[src/rtl/cart_pkg.sv]
package cart_pkg;

    // Width of the region index carried with a decoded select
    localparam int SEL_IDX_W = 4;

    typedef enum logic [2:0] {
        REG_NONE = 3'd0,
        REG_HOLE = 3'd1,
        REG_BLK  = 3'd2,
        REG_BANK = 3'd3
    } region_e;

    typedef struct packed {
        region_e                region;
        logic [SEL_IDX_W-1:0]   idx;
        logic                   hit;
    } sel_t;

    // Places a region code above an offset field of the given width
    function automatic logic [31:0] place_code(input logic [SEL_IDX_W-1:0] code,
                                               input int unsigned shift);
        return 32'(code) << shift;
    endfunction

endpackage

[src/rtl/cart_sel_decode.sv]
module cart_sel_decode
    import cart_pkg::*;
#(
    parameter int N_HOLES = 3,
    parameter int N_BLKS  = 3
) (
    input  logic               phi2,
    input  logic [N_HOLES-1:0] hole_sel_n,
    input  logic [N_BLKS-1:0]  blk_sel_n,
    input  logic               bank_sel_n,
    input  logic               io2_sel_n,
    output sel_t               sel
);
    localparam int N_SEL = N_HOLES + N_BLKS + 1;

    logic [N_SEL-1:0] act;
    logic             single;

    assign act    = {~bank_sel_n, ~blk_sel_n, ~hole_sel_n};
    assign single = ($countones(act) == 1);

    always_comb begin
        sel        = '{region: REG_NONE, idx: '0, hit: 1'b0};
        sel.hit    = single & phi2 & io2_sel_n;
        if (sel.hit) begin
            for (int i = 0; i < N_HOLES; i++) begin
                if (!hole_sel_n[i]) begin
                    sel.region = REG_HOLE;
                    sel.idx    = SEL_IDX_W'(i + 1);
                end
            end
            for (int j = 0; j < N_BLKS; j++) begin
                if (!blk_sel_n[j]) begin
                    sel.region = REG_BLK;
                    sel.idx    = SEL_IDX_W'(j + 1);
                end
            end
            if (!bank_sel_n) begin
                sel.region = REG_BANK;
                sel.idx    = '0;
            end
        end
    end

endmodule

[src/rtl/cart_page_reg.sv]
module cart_page_reg #(
    parameter int          PAGE_W     = 4,
    parameter logic [3:0]  PAGE_RESET = 4'd4
) (
    input  logic              clk,
    input  logic              rst,
    input  logic              phi2,
    input  logic              host_rw,
    input  logic              io2_sel_n,
    input  logic [PAGE_W-1:0] data_lo,
    output logic [PAGE_W-1:0] page
);
    logic [PAGE_W-1:0] stage_q;
    logic              armed_q;
    logic              io2_q;
    logic              release_edge;

    assign release_edge = !io2_q && io2_sel_n;

    always_ff @(posedge clk) begin
        if (rst) begin
            stage_q <= '0;
            armed_q <= 1'b0;
            io2_q   <= 1'b1;
            page    <= PAGE_W'(PAGE_RESET);
        end else begin
            io2_q <= io2_sel_n;
            if (!io2_sel_n && !host_rw && phi2) begin
                stage_q <= data_lo;
                armed_q <= 1'b1;
            end else if (release_edge) begin
                armed_q <= 1'b0;
                if (armed_q) begin
                    page <= stage_q;
                end
            end
        end
    end

    // the page only moves on a release of the I/O select
    a_r4_page_only_on_release: assert property (@(posedge clk) disable iff (rst)
        !release_edge |=> $stable(page));

    // a release with no write captured keeps the page
    a_r9_read_keeps_page: assert property (@(posedge clk) disable iff (rst)
        (release_edge && !armed_q) |=> $stable(page));

endmodule

[src/rtl/cart_addr_map.sv]
module cart_addr_map
    import cart_pkg::*;
#(
    parameter int HOST_AW = 16,
    parameter int SRAM_AW = 17,
    parameter int HOLE_AW = 10,
    parameter int BLK_AW  = 13
) (
    input  sel_t                        sel,
    input  logic [BLK_AW-1:0]           host_lo,
    input  logic [SRAM_AW-BLK_AW-1:0]   page,
    output logic [SRAM_AW-1:0]          sram_addr
);
    localparam int PAGE_W = SRAM_AW - BLK_AW;

    logic [SRAM_AW-1:0] hole_addr, blk_addr, bank_addr;

    assign hole_addr = SRAM_AW'(place_code(sel.idx, HOLE_AW))
                     | SRAM_AW'(host_lo[HOLE_AW-1:0]);
    assign blk_addr  = SRAM_AW'(place_code(sel.idx, BLK_AW))
                     | SRAM_AW'(host_lo);
    assign bank_addr = {page, host_lo};

    always_comb begin
        unique case (sel.region)
            REG_HOLE: sram_addr = hole_addr;
            REG_BLK:  sram_addr = blk_addr;
            REG_BANK: sram_addr = bank_addr;
            default:  sram_addr = '0;
        endcase
    end

endmodule

[src/rtl/cart_bank_decoder.sv]
module cart_bank_decoder
    import cart_pkg::*;
#(
    parameter int         HOST_AW    = 16,
    parameter int         DATA_W     = 8,
    parameter int         SRAM_AW    = 17,
    parameter int         HOLE_AW    = 10,
    parameter int         BLK_AW     = 13,
    parameter int         N_HOLES    = 3,
    parameter int         N_BLKS     = 3,
    parameter logic [3:0] PAGE_RESET = 4'd4
) (
    input  logic                clk,
    input  logic                rst,
    input  logic                phi2,
    input  logic                host_rw,
    input  logic [HOST_AW-1:0]  host_addr,
    input  logic [DATA_W-1:0]   host_data,
    input  logic [N_HOLES-1:0]  hole_sel_n,
    input  logic [N_BLKS-1:0]   blk_sel_n,
    input  logic                bank_sel_n,
    input  logic                io2_sel_n,
    output logic [SRAM_AW-1:0]  sram_addr,
    output logic                sram_ce_n,
    output logic                sram_oe_n,
    output logic                sram_we_n
);
    localparam int PAGE_W = SRAM_AW - BLK_AW;

    sel_t              sel;
    logic [PAGE_W-1:0] page;
    logic              unused_hi;

    assign unused_hi = ^{host_addr[HOST_AW-1:BLK_AW], host_data[DATA_W-1:PAGE_W]};

    cart_sel_decode #(.N_HOLES(N_HOLES), .N_BLKS(N_BLKS)) u_sel (
        .phi2       (phi2),
        .hole_sel_n (hole_sel_n),
        .blk_sel_n  (blk_sel_n),
        .bank_sel_n (bank_sel_n),
        .io2_sel_n  (io2_sel_n),
        .sel        (sel)
    );

    cart_page_reg #(.PAGE_W(PAGE_W), .PAGE_RESET(PAGE_RESET)) u_page (
        .clk        (clk),
        .rst        (rst),
        .phi2       (phi2),
        .host_rw    (host_rw),
        .io2_sel_n  (io2_sel_n),
        .data_lo    (host_data[PAGE_W-1:0]),
        .page       (page)
    );

    cart_addr_map #(.HOST_AW(HOST_AW), .SRAM_AW(SRAM_AW), .HOLE_AW(HOLE_AW),
                    .BLK_AW(BLK_AW)) u_map (
        .sel        (sel),
        .host_lo    (host_addr[BLK_AW-1:0]),
        .page       (page),
        .sram_addr  (sram_addr)
    );

    assign sram_ce_n = !sel.hit;
    assign sram_oe_n = !(sel.hit && host_rw);
    assign sram_we_n = !(sel.hit && !host_rw);

    // an enable needs one select, phase 2 and a quiet I/O select
    a_r7_single_enable: assert property (@(posedge clk) disable iff (rst)
        !sram_ce_n |-> ($countones({~bank_sel_n, ~blk_sel_n, ~hole_sel_n}) == 1)
                       && phi2 && io2_sel_n);

    // nothing strobes the SRAM outside phase 2
    a_r8_phi2_gate: assert property (@(posedge clk) disable iff (rst)
        !phi2 |-> (sram_ce_n && sram_oe_n && sram_we_n));

    // read and write strobes never overlap
    a_r8_oe_we_excl: assert property (@(posedge clk) disable iff (rst)
        !(!sram_oe_n && !sram_we_n));

    // an idle SRAM sees a zero address
    a_r10_idle_addr: assert property (@(posedge clk) disable iff (rst)
        sram_ce_n |-> (sram_addr == '0));

endmodule

[config.mk]
export PLATFORM = sky130hd
export DESIGN_NAME = cart_bank_decoder
export DESIGN_NICKNAME = d
export VERILOG_FILES = /design/src/rtl/cart_pkg.sv /design/src/rtl/cart_sel_decode.sv /design/src/rtl/cart_page_reg.sv /design/src/rtl/cart_addr_map.sv /design/src/rtl/cart_bank_decoder.sv
export SDC_FILE = /design/constraint.sdc
export NUM_CORES = 1
export LEC_CHECK = 0
export BUFFER_PORTS_ARGS = -buffer_cell sky130_fd_sc_hd__buf_2
export CORE_MARGIN = 2
export CORE_UTILIZATION = 37
export DETAILED_ROUTE_END_ITERATION = 12
export HOLD_SLACK_MARGIN = 0.1
export PLACE_DENSITY = 0.73
export SLEW_MARGIN = 5
export SYNTH_ARGS = -nofsm -noshare
export SYNTH_HDL_FRONTEND = slang
export SYNTH_SLANG_ARGS = --single-unit
[constraint.sdc]
create_clock -name clk -period 3.38 [get_ports clk]
set_clock_uncertainty 0.05 [all_clocks]
set_input_delay 0.676 -clock clk [delete_from_list [all_inputs] [get_ports clk]]
set_output_delay 0.676 -clock clk [all_outputs]
set_load 0.01 [all_outputs]
==> results.toml, run 1 <==
[timing]
slew_viol_final = 0
hold_viol_final = 0
fin_crit_ps = 3790
setup_tns_ps = -6950
worst_pin_slew_ps = 462
rsz0062_at_grt = "true"
relSlewSlack = 0.691
fmax_mhz = 264
setup_viol = 20
setup_ws_ps = -415
hold_slack_ps = 413
finalCritPeriodShare = 1.12

[status]
violations = "setup timing"
status = "complete, but fails checks"

[drt]
finalWirelength_microns = 2630
drc = 0
num_vias = 957
drtAntennaViolNets = 0
dr.first_iter.drc_count = 4
firstDrtPassIters = 4
wl_per_cell_microns = 13.6
viasPerCell = 4.96

[critical_path]
cp.required_ps = 2650
cp_max_fo = 6
critPathKind = "input pin to output pin"
cp-start-kind = "input pin"
end_kind = "output pin"
crit_arrival_ps = 3070

[logic_synthesis]
syn-instance-count = 104
synthFlopType = "dfxtp_1"
synth_top_area_frac = 0.240
yosys_warnings = 0
synth_area_leaders = "dfxtp_1, ha_1, nor2_1"
ys_seq_area_frac = 0.240
async_reset_ff_frac = 0
syn_nets = 150
ys_ff_latch = 10
syn-cell-area_sq_um = 835
synth_edf_count = 0
synth.avg_cell_area_sq_um = 8.02
synth_top_area_cell = "dfxtp_1"
ys_types = 27

[cts]
htree_levels = 1
clock_latency_ps = 250
path_clk_slew_ps = 70
clkSinkCount = 10
cts_buffer_depth = 2
cts_made_buffers = 3
cts_root_buf = "clkbuf_4"
cts_tree = "built"

[global_routing]
grt_pass1_vias = 969
track_usage = 0.208
grt-ovfl-total = 0
grt_pass1_wl_microns = 4200
grt_max_degree = 15
antenna_found_initial = 0

[final_layout]
final_cells = 193
final_layout_size_suffix_gt1_frac = 0.582
nets = 212
synthToLayoutAreaGrowth_pct = 86.2
antennaDiodeCount = 0
final_cell_area_sq_mm = 0.00155

[hold_path]
min_path_type = "flop to flop"

[pwr]
p_leak_nw = 0.709
powerDensity_mw_per_mm2 = 262
ir_drop_uv = 247

[place]
placed_cells = 187
port_buffers = 48
gp_congestion = 0.704
dpl-instance-area_sq_mm = 0.00133
dp_hpwl_microns = 1840

[die]
io_pins = 56
core-area_sq_mm = 0.00217
die_h_microns = 51.5
die-area_sq_mm = 0.00265
num_rows = 17
dieWidth_microns = 51.5
start_util = 0.385

[job]
maxCapViolCount = 0
==> worst max-delay path: stages <==
cell and delay (ps):
buf_8 100, inv_4 40, ha_4 190, fa_1 500, ha_2 190, inv_2 40
fa_1 480, and4_4 230, o211ai_4 140, buf_12 170, nor3b_2 150, buf_2 140
==> metal layers <==
layer | GRT usage | share of wire | vias to the layer above
met5 | 0 | 0 | -
met4 | 0.0833 | 0.0034 | 0
met3 | 0.0460 | 0.096 | 2
met2 | 0.417 | 0.56 | 43
met1 | 0.202 | 0.34 | 444
li1 | - | - | 468
==> state kept, by name (all words and copies together), names as in the netlist <==
register / count
u_page.armed_q: 1
u_page.io2_q: 1
u_page.page: 4
u_page.stage_q: 4
==> synth_stat cells, types with 2 or more instances <==
cell type,instances
o21ai_0,10
nor2_1,23
mux2i_1,8
dfxtp_1,10
a311oi_1,2
a21oi_1,2
nand2_1,4
nand2b_1,3
buf_2,2
ha_1,7
inv_1,14
fa_1,3
nor3b_1,2
==> stage by stage <==
stage	setup WS, ps	utilization	total power [W]
after floorplan	-125	-	0.000217
after global placement	-507	0.613	0.000270
after detailed placement	-516	0.613	0.000275
after CTS	-444	0.702	0.000406
after global routing	-504	0.716	0.000435
final	-415	0.716	0.000408
==> placed cells by master, fill, tap and decap left out, types with 2 or more instances in the layout <==
cell | synthesis | layout
nor2_1 | 23 | 11
a311oi_2 | 0 | 2
buf_6 | 0 | 16
clkbuf_4 | 0 | 3
inv_1 | 14 | 9
nand2b_1 | 3 | 3
nand2_1 | 4 | 4
buf_8 | 0 | 2
ha_4 | 0 | 2
nor3b_2 | 1 | 3
buf_4 | 1 | 10
fa_1 | 3 | 3
mux2i_1 | 8 | 8
dfxtp_1 | 10 | 10
ha_1 | 7 | 4
buf_2 | 2 | 30
inv_4 | 0 | 2
nor2_4 | 0 | 12
buf_12 | 0 | 2
inv_2 | 0 | 2
o21ai_0 | 10 | 10
==> area by class of cell <==
class,instances,area [sq um]
multi-input cells,76,712
fillers,168,616
repair buffers,61,500
flip-flops and latches,10,200
inverters,14,70.1
clock buffers,4,36.3
well taps,28,35.0
==> final timing paths <==
check | to | cells past startpoint | start | slack (ps)
hold / removal | u_page.page[2] | 1 | u_page.page[2] | 410
hold reg to reg | u_page.page[2] | 1 | u_page.page[2] | 410
setup / recovery | sram_addr[15] | 12 | blk_sel_n[1] | -410
setup reg to reg | u_page.page[2] | 2 | u_page.io2_q | 2300
==> power by group <==
| part | switching [W] | internal (W) | total (W) |
|---|---|---|---|
| clock | 0.0000397 | 0.0000653 | 0.000105 |
| sequential | 0.00000158 | 0.000121 | 0.000122 |
| combinational | 0.0000888 | 0.0000916 | 0.000180 |
==> cells by family (layout without fill, tap and decap cells) <==
family / Yosys count / count (layout) / synth area share
mux: 8 / 8 / 0.0960
compound gates: 20 / 20 / 0.169
simple gates: 38 / 38 / 0.229
flops: 10 / 10 / 0.240
buf+inv: 18 / 79 / 0.0885
fa+ha+maj: 10 / 10 / 0.177
==> what timing repair did <==
action                                 in CTS  in global routing
resized for setup                          28                  5
hold buffers                                0                  0
pin swaps                                   9                  2
endpoints found under the hold margin       0                  0
buffers inserted                            0                  1
setup endpoints to repair                  20                 20
cloned                                      1                  0
(Power assumes the default switching activity.)
==> run 2: changes to the inputs <==
--- a/config.mk
+++ b/config.mk
@@ -6,11 +6,12 @@
 export NUM_CORES = 1
 export LEC_CHECK = 0
 export BUFFER_PORTS_ARGS = -buffer_cell sky130_fd_sc_hd__buf_2
+export CORE_ASPECT_RATIO = 0.7
 export CORE_MARGIN = 2
-export CORE_UTILIZATION = 37
+export CORE_UTILIZATION = 30
 export DETAILED_ROUTE_END_ITERATION = 12
 export HOLD_SLACK_MARGIN = 0.1
-export PLACE_DENSITY = 0.73
+export PLACE_DENSITY = 0.61
 export SLEW_MARGIN = 5
 export SYNTH_ARGS = -nofsm -noshare
 export SYNTH_HDL_FRONTEND = slang
==> run 2 against run 1 <==
Net effect: the run still ends with setup timing left; final cell count up 3.6%; count of clock-buffer cells in the layout down 1; register-to-register slack worse by 30 ps; via count down 4.0%; core utilization down 15 points; critical endpoint is now sram_addr[16]; highest routed layer unchanged.
==> results.toml, run 2 (synthesis gave the netlist of run 1 again) <==
[status]
status = "complete, but fails checks"
violations = "setup timing"

[final_layout]
largestRegisters = "u_page.page (4), u_page.stage_q (4)"
final_layout_size_suffix_gt1_frac = 0.566
multi_input_area_sq_um = 689
layout_commonest_cell = "buf_2"
final_util = 0.562
antennaDiodeCount = 0
synthToLayoutAreaGrowth_pct = 72.0
regArea_sq_um = 200
final_cell_mix = "buf_2, nor2_1, buf_4, o21ai_0, dfxtp_1"
final_cell_area_sq_mm = 0.00144
fill_cells = 254
nets = 214

[hold_path]
min_path_type = "flop to flop"
hold_depth = 1
hold_start = "u_page.page[2]"
worstHoldEndpoint = "u_page.page[2]"

[drt]
viasPerCell = 4.60
wl_per_cell_microns = 11.7
finalWirelength_microns = 2340
drtAntennaViolNets = 0
dr.first_iter.drc_count = 30
firstDrtPassIters = 4
num_vias = 919
drc = 0

[cts]
htree_levels = 1
cts_made_buffers = 3
cts_buffer_depth = 2
path_clk_slew_ps = 40
clkSinkCount = 10
clock_latency_ps = 230
ctsHoldBuffers = 0
cts_root_buf = "clkbuf_8"
cts_tree = "built"

[global_routing]
track_usage = 0.154
grt-ovfl-total = 0
antenna_found_initial = 0
grt_max_degree = 15
grtUsageMet2 = 0.234
met3_usage = 0.0439
busiest_layer = "met2"
grt_pass1_wl_microns = 3520
use_met1 = 0.202
grt_pass1_vias = 821

[place]
dp_hpwl_microns = 1990
dpl-instance-area_sq_mm = 0.00133
port_buffers = 48
post-place-ws_ps = -525
gp_congestion = 0.739

[die]
num_rows = 15
io_pins = 56
start_util = 0.327
die_h_microns = 48.1
dieWidth_microns = 67.0
core-area_sq_mm = 0.00255
die-area_sq_mm = 0.00323

[critical_path]
cp_max_fo = 6
cp.required_ps = 2650
critPathKind = "input pin to output pin"
end_kind = "output pin"
cp-start-kind = "input pin"
worstRegToRegCells = 2
r2r_slack_ps = 2270
crit_arrival_ps = 3020
r2r-end = "u_page.page[2]"
timing.rr.start = "u_page.io2_q"

[timing]
worst_pin_slew_ps = 572
fin_crit_ps = 3740
setup_viol = 20
finalCritPeriodShare = 1.11
fmax_mhz = 267
relSlewSlack = 0.617
rsz0062_at_grt = "true"
hold_viol_final = 0
slew_viol_final = 0
setup_ws_ps = -364

[pwr]
ir_drop_uv = 194
p_leak_nw = 0.686
p_total_w = 0.000409
powerDensity_mw_per_mm2 = 285

[job]
maxCapViolCount = 0
[run 2: changes by cell type in the layout (fill, tap and decap cells not counted), moves of 2 or more]
cell,delta
buf_12,-2
buf_2,+14
nor2_1,+3
buf_6,-11
clkbuf_4,-3
clkbuf_8,+2
buf_4,+3
nor2_4,-3
[run 2: timing repair]
item / 4_1_cts / 5_1_grt
buffers inserted: 1 / 1
setup endpoints to repair: 20 / 20
pin swaps: 7 / 4
resized for setup: 12 / 2
[run 2: per-layer routing]
| metal | wire length [microns] | share of wire | vias up |
|---|---|---|---|
| met2 | 1120 | 0.48 | 24 |
| met3 | 110 | 0.047 | 4 |
| li1 | - | - | 470 |
| met1 | 1060 | 0.45 | 421 |
| met4 | 46 | 0.020 | 0 |
| met5 | 0 | 0 | - |
[run 2: where the power goes]
group	internal, W	leakage [nW]	total (W)	switching [W]
Clock	0.0000777	0.0216	0.000121	0.0000433
Sequential	0.000121	0.0813	0.000123	0.00000137
Combinational	0.0000810	0.583	0.000165	0.0000843
Total	0.000280	0.686	0.000409	0.000129
[run 2: area by class of cell]
cell class              count  share of cell area
flip-flops and latches     10               0.139
clock buffers               3              0.0288
inverters                  14              0.0506
multi-input cells          76               0.480
repair buffers             63               0.271
well taps                  34              0.0296
[run 2: how the worst max path moves through the flow]
stage            startpoint       endpoint  slack [ps]  depth (start not counted)
2_1_floorplan  blk_sel_n[0]   sram_addr[0]        -120                         10
3_3_place_gp   blk_sel_n[0]  sram_addr[15]        -500                         12
3_5_place_dp   blk_sel_n[0]  sram_addr[16]        -520                         12
4_1_cts        blk_sel_n[1]  sram_addr[16]        -380                         12
5_1_grt        blk_sel_n[2]  sram_addr[16]        -450                         12
6_report       blk_sel_n[2]  sram_addr[16]        -360                         12
[run 2: through the flow]
stage,std cells,hold slack (ps),setup TNS [ps]
after detailed placement,195,408,-9320
after global placement,195,386,-8760
after global routing,200,441,-7640
after floorplan,104,375,-1800
final,200,417,-6010
after CTS,199,422,-6120
[run 2: critical path, cell delays in order]
cell and delay (ps):
buf_8 100, inv_4 50, ha_4 190, fa_1 500, ha_2 180, inv_2 40
fa_1 460, and4_4 220, o211ai_4 130, buf_6 150, nor3b_2 160, buf_2 150
==> run 3: changes to the inputs <==
--- a/config.mk
+++ b/config.mk
@@ -5,13 +5,15 @@
 export SDC_FILE = /design/constraint.sdc
 export NUM_CORES = 1
 export LEC_CHECK = 0
+export ABC_CLOCK_PERIOD_IN_PS = 3380
 export BUFFER_PORTS_ARGS = -buffer_cell sky130_fd_sc_hd__buf_2
 export CORE_ASPECT_RATIO = 0.7
 export CORE_MARGIN = 2
-export CORE_UTILIZATION = 30
+export CORE_UTILIZATION = 35
+export CTS_BUF_LIST = sky130_fd_sc_hd__clkbuf_2
 export DETAILED_ROUTE_END_ITERATION = 12
 export HOLD_SLACK_MARGIN = 0.1
-export PLACE_DENSITY = 0.61
+export PLACE_DENSITY = 0.7
 export SLEW_MARGIN = 5
 export SYNTH_ARGS = -nofsm -noshare
 export SYNTH_HDL_FRONTEND = slang
==> run 3 against run 2 <==
Net effect: the run still ends with setup timing left; routed wire length increased by 6.5%; sequential power about the same; total power decreased by 11%; die area decreased by 13%; register-to-register slack about the same; via count increased by 1.1%; first-iteration DRC count decreased by 43%; largest cell class unchanged; largest power group unchanged; highest routed layer unchanged.
==> results.toml, run 3 (synthesis gave the netlist of run 1 again) <==
[job]
maxCapViolCount = 0

[cts]
cts_tree = "built"
htree_levels = 1
clock_latency_ps = 260
clkSinkCount = 10
cts_buffer_depth = 2
cts_root_buf = "clkbuf_2"
path_clk_slew_ps = 110
cts_made_buffers = 3
ctsHoldBuffers = 0

[timing]
setup_ws_ps = -377
slew_viol_final = 0
hold_viol_final = 0
fmax_mhz = 266
rsz0062_at_grt = "true"
setup_viol = 20
relSlewSlack = 0.673
worst_pin_slew_ps = 488
hold_slack_ps = 430
finalCritPeriodShare = 1.11
fin_crit_ps = 3760

[final_layout]
fill_cells = 184
layout_commonest_cell = "buf_2"
final_util = 0.672
nets = 213
largestRegisters = "u_page.page (4), u_page.stage_q (4)"
final_layout_size_suffix_gt1_frac = 0.572
final_cell_mix = "buf_2, buf_6, nor2_1, buf_4"
multi_input_area_sq_um = 687
synthToLayoutAreaGrowth_pct = 77.7
antennaDiodeCount = 0
regArea_sq_um = 200

[global_routing]
grt-ovfl-total = 0
antenna_found_initial = 0
grt_pass1_vias = 934
grt_max_degree = 15
track_usage = 0.185
grt_pass1_wl_microns = 3990

[drt]
drc = 0
viasPerCell = 4.69
wl_per_cell_microns = 12.6
num_vias = 929
firstDrtPassIters = 4
finalWirelength_microns = 2490
drtAntennaViolNets = 0
dr.first_iter.drc_count = 17

[critical_path]
cp_max_fo = 7
critPathKind = "input pin to output pin"
crit_arrival_ps = 3030
end_kind = "output pin"
cp.required_ps = 2650
cp-start-kind = "input pin"

[die]
die-area_sq_mm = 0.00280
start_util = 0.378
io_pins = 56
dieWidth_microns = 62.4
die_h_microns = 44.9
num_rows = 14
core-area_sq_mm = 0.00221

[status]
violations = "setup timing"
status = "complete, but fails checks"

[pwr]
ir_drop_uv = 191
powerDensity_mw_per_mm2 = 246
p_leak_nw = 0.695

[hold_path]
min_path_type = "flop to flop"

[place]
gp_congestion = 0.770
port_buffers = 48
dp_hpwl_microns = 1910
## run 3: cell count changes in the layout (fill, tap and decap cells not counted), moves of 2 or more
| cell | previous run | this run |
|---|---|---|
| buf_2 | 44 | 34 |
| buf_6 | 5 | 13 |
| clkbuf_2 | 0 | 3 |
| clkbuf_8 | 3 | 0 |
| nor2_1 | 14 | 12 |
| nor2_2 | 0 | 2 |
## run 3: worst max-delay path: stages
cell and delay [ps]:
buf_8 100, inv_4 50, ha_4 190, fa_1 510, ha_2 180, inv_2 40, fa_1 470, and4_4 220
o211ai_4 150, buf_12 200, a21oi_2 100, buf_2 150
## run 3: worst paths after layout
check | startpoint | end | slack [ps] | cells after the start
setup / recovery | blk_sel_n[1] | sram_addr[10] | -380 | 12
hold reg to reg | u_page.page[2] | u_page.page[2] | 430 | 1
hold / removal | u_page.page[2] | u_page.page[2] | 430 | 1
setup reg to reg | u_page.io2_q | u_page.page[2] | 2270 | 2
## run 3: layout make-up
cell class | count | share of cell area
well taps | 32 | 0.0270
repair buffers | 62 | 0.315
clock inverters | 1 | 0.00253
multi-input cells | 76 | 0.463
inverters | 14 | 0.0473
flip-flops and latches | 10 | 0.135
clock buffers | 3 | 0.0101
## run 3: what timing repair did
item | in CTS | in global routing
gates resized for setup | 19 | 4
hold endpoints to repair | 0 | 0
setup endpoints to repair | 20 | 20
gates cloned | 1 | 0
setup buffers | 1 | 0
pin swaps | 8 | 3
## run 3: through the flow
| step | cell area (sq um) | power [W] | cells | setup slack (ps) | setup TNS, ps |
|---|---|---|---|---|---|
| after global routing | 1480 | 0.000388 | 198 | -447 | -8000 |
| after detailed placement | 1330 | 0.000277 | 192 | -524 | -9070 |
| final | 1480 | 0.000365 | 198 | -377 | -6560 |
| after global placement | 1330 | 0.000270 | 192 | -476 | -8410 |
| after floorplan | 983 | 0.000217 | 104 | -125 | -1800 |
| after CTS | 1470 | 0.000367 | 198 | -417 | -7110 |
## run 3: routing by layer
layer / up-vias / wire length (microns) / part of all wire / GRT usage
li1: 470 / - / - / -
met2: 21 / 1240 / 0.50 / 0.324
met4: 0 / 32 / 0.013 / 0.0489
met1: 434 / 1130 / 0.45 / 0.231
met5: - / 0 / 0 / 0
met3: 4 / 89 / 0.036 / 0.0549
## run 3: power by group
part	leakage (nW)	switching, W	internal (W)
Sequential	0.0813	0.00000133	0.000121
Clock	0.0140	0.0000436	0.0000257
Combinational	0.599	0.0000854	0.0000884
Total	0.695	0.000130	0.000235
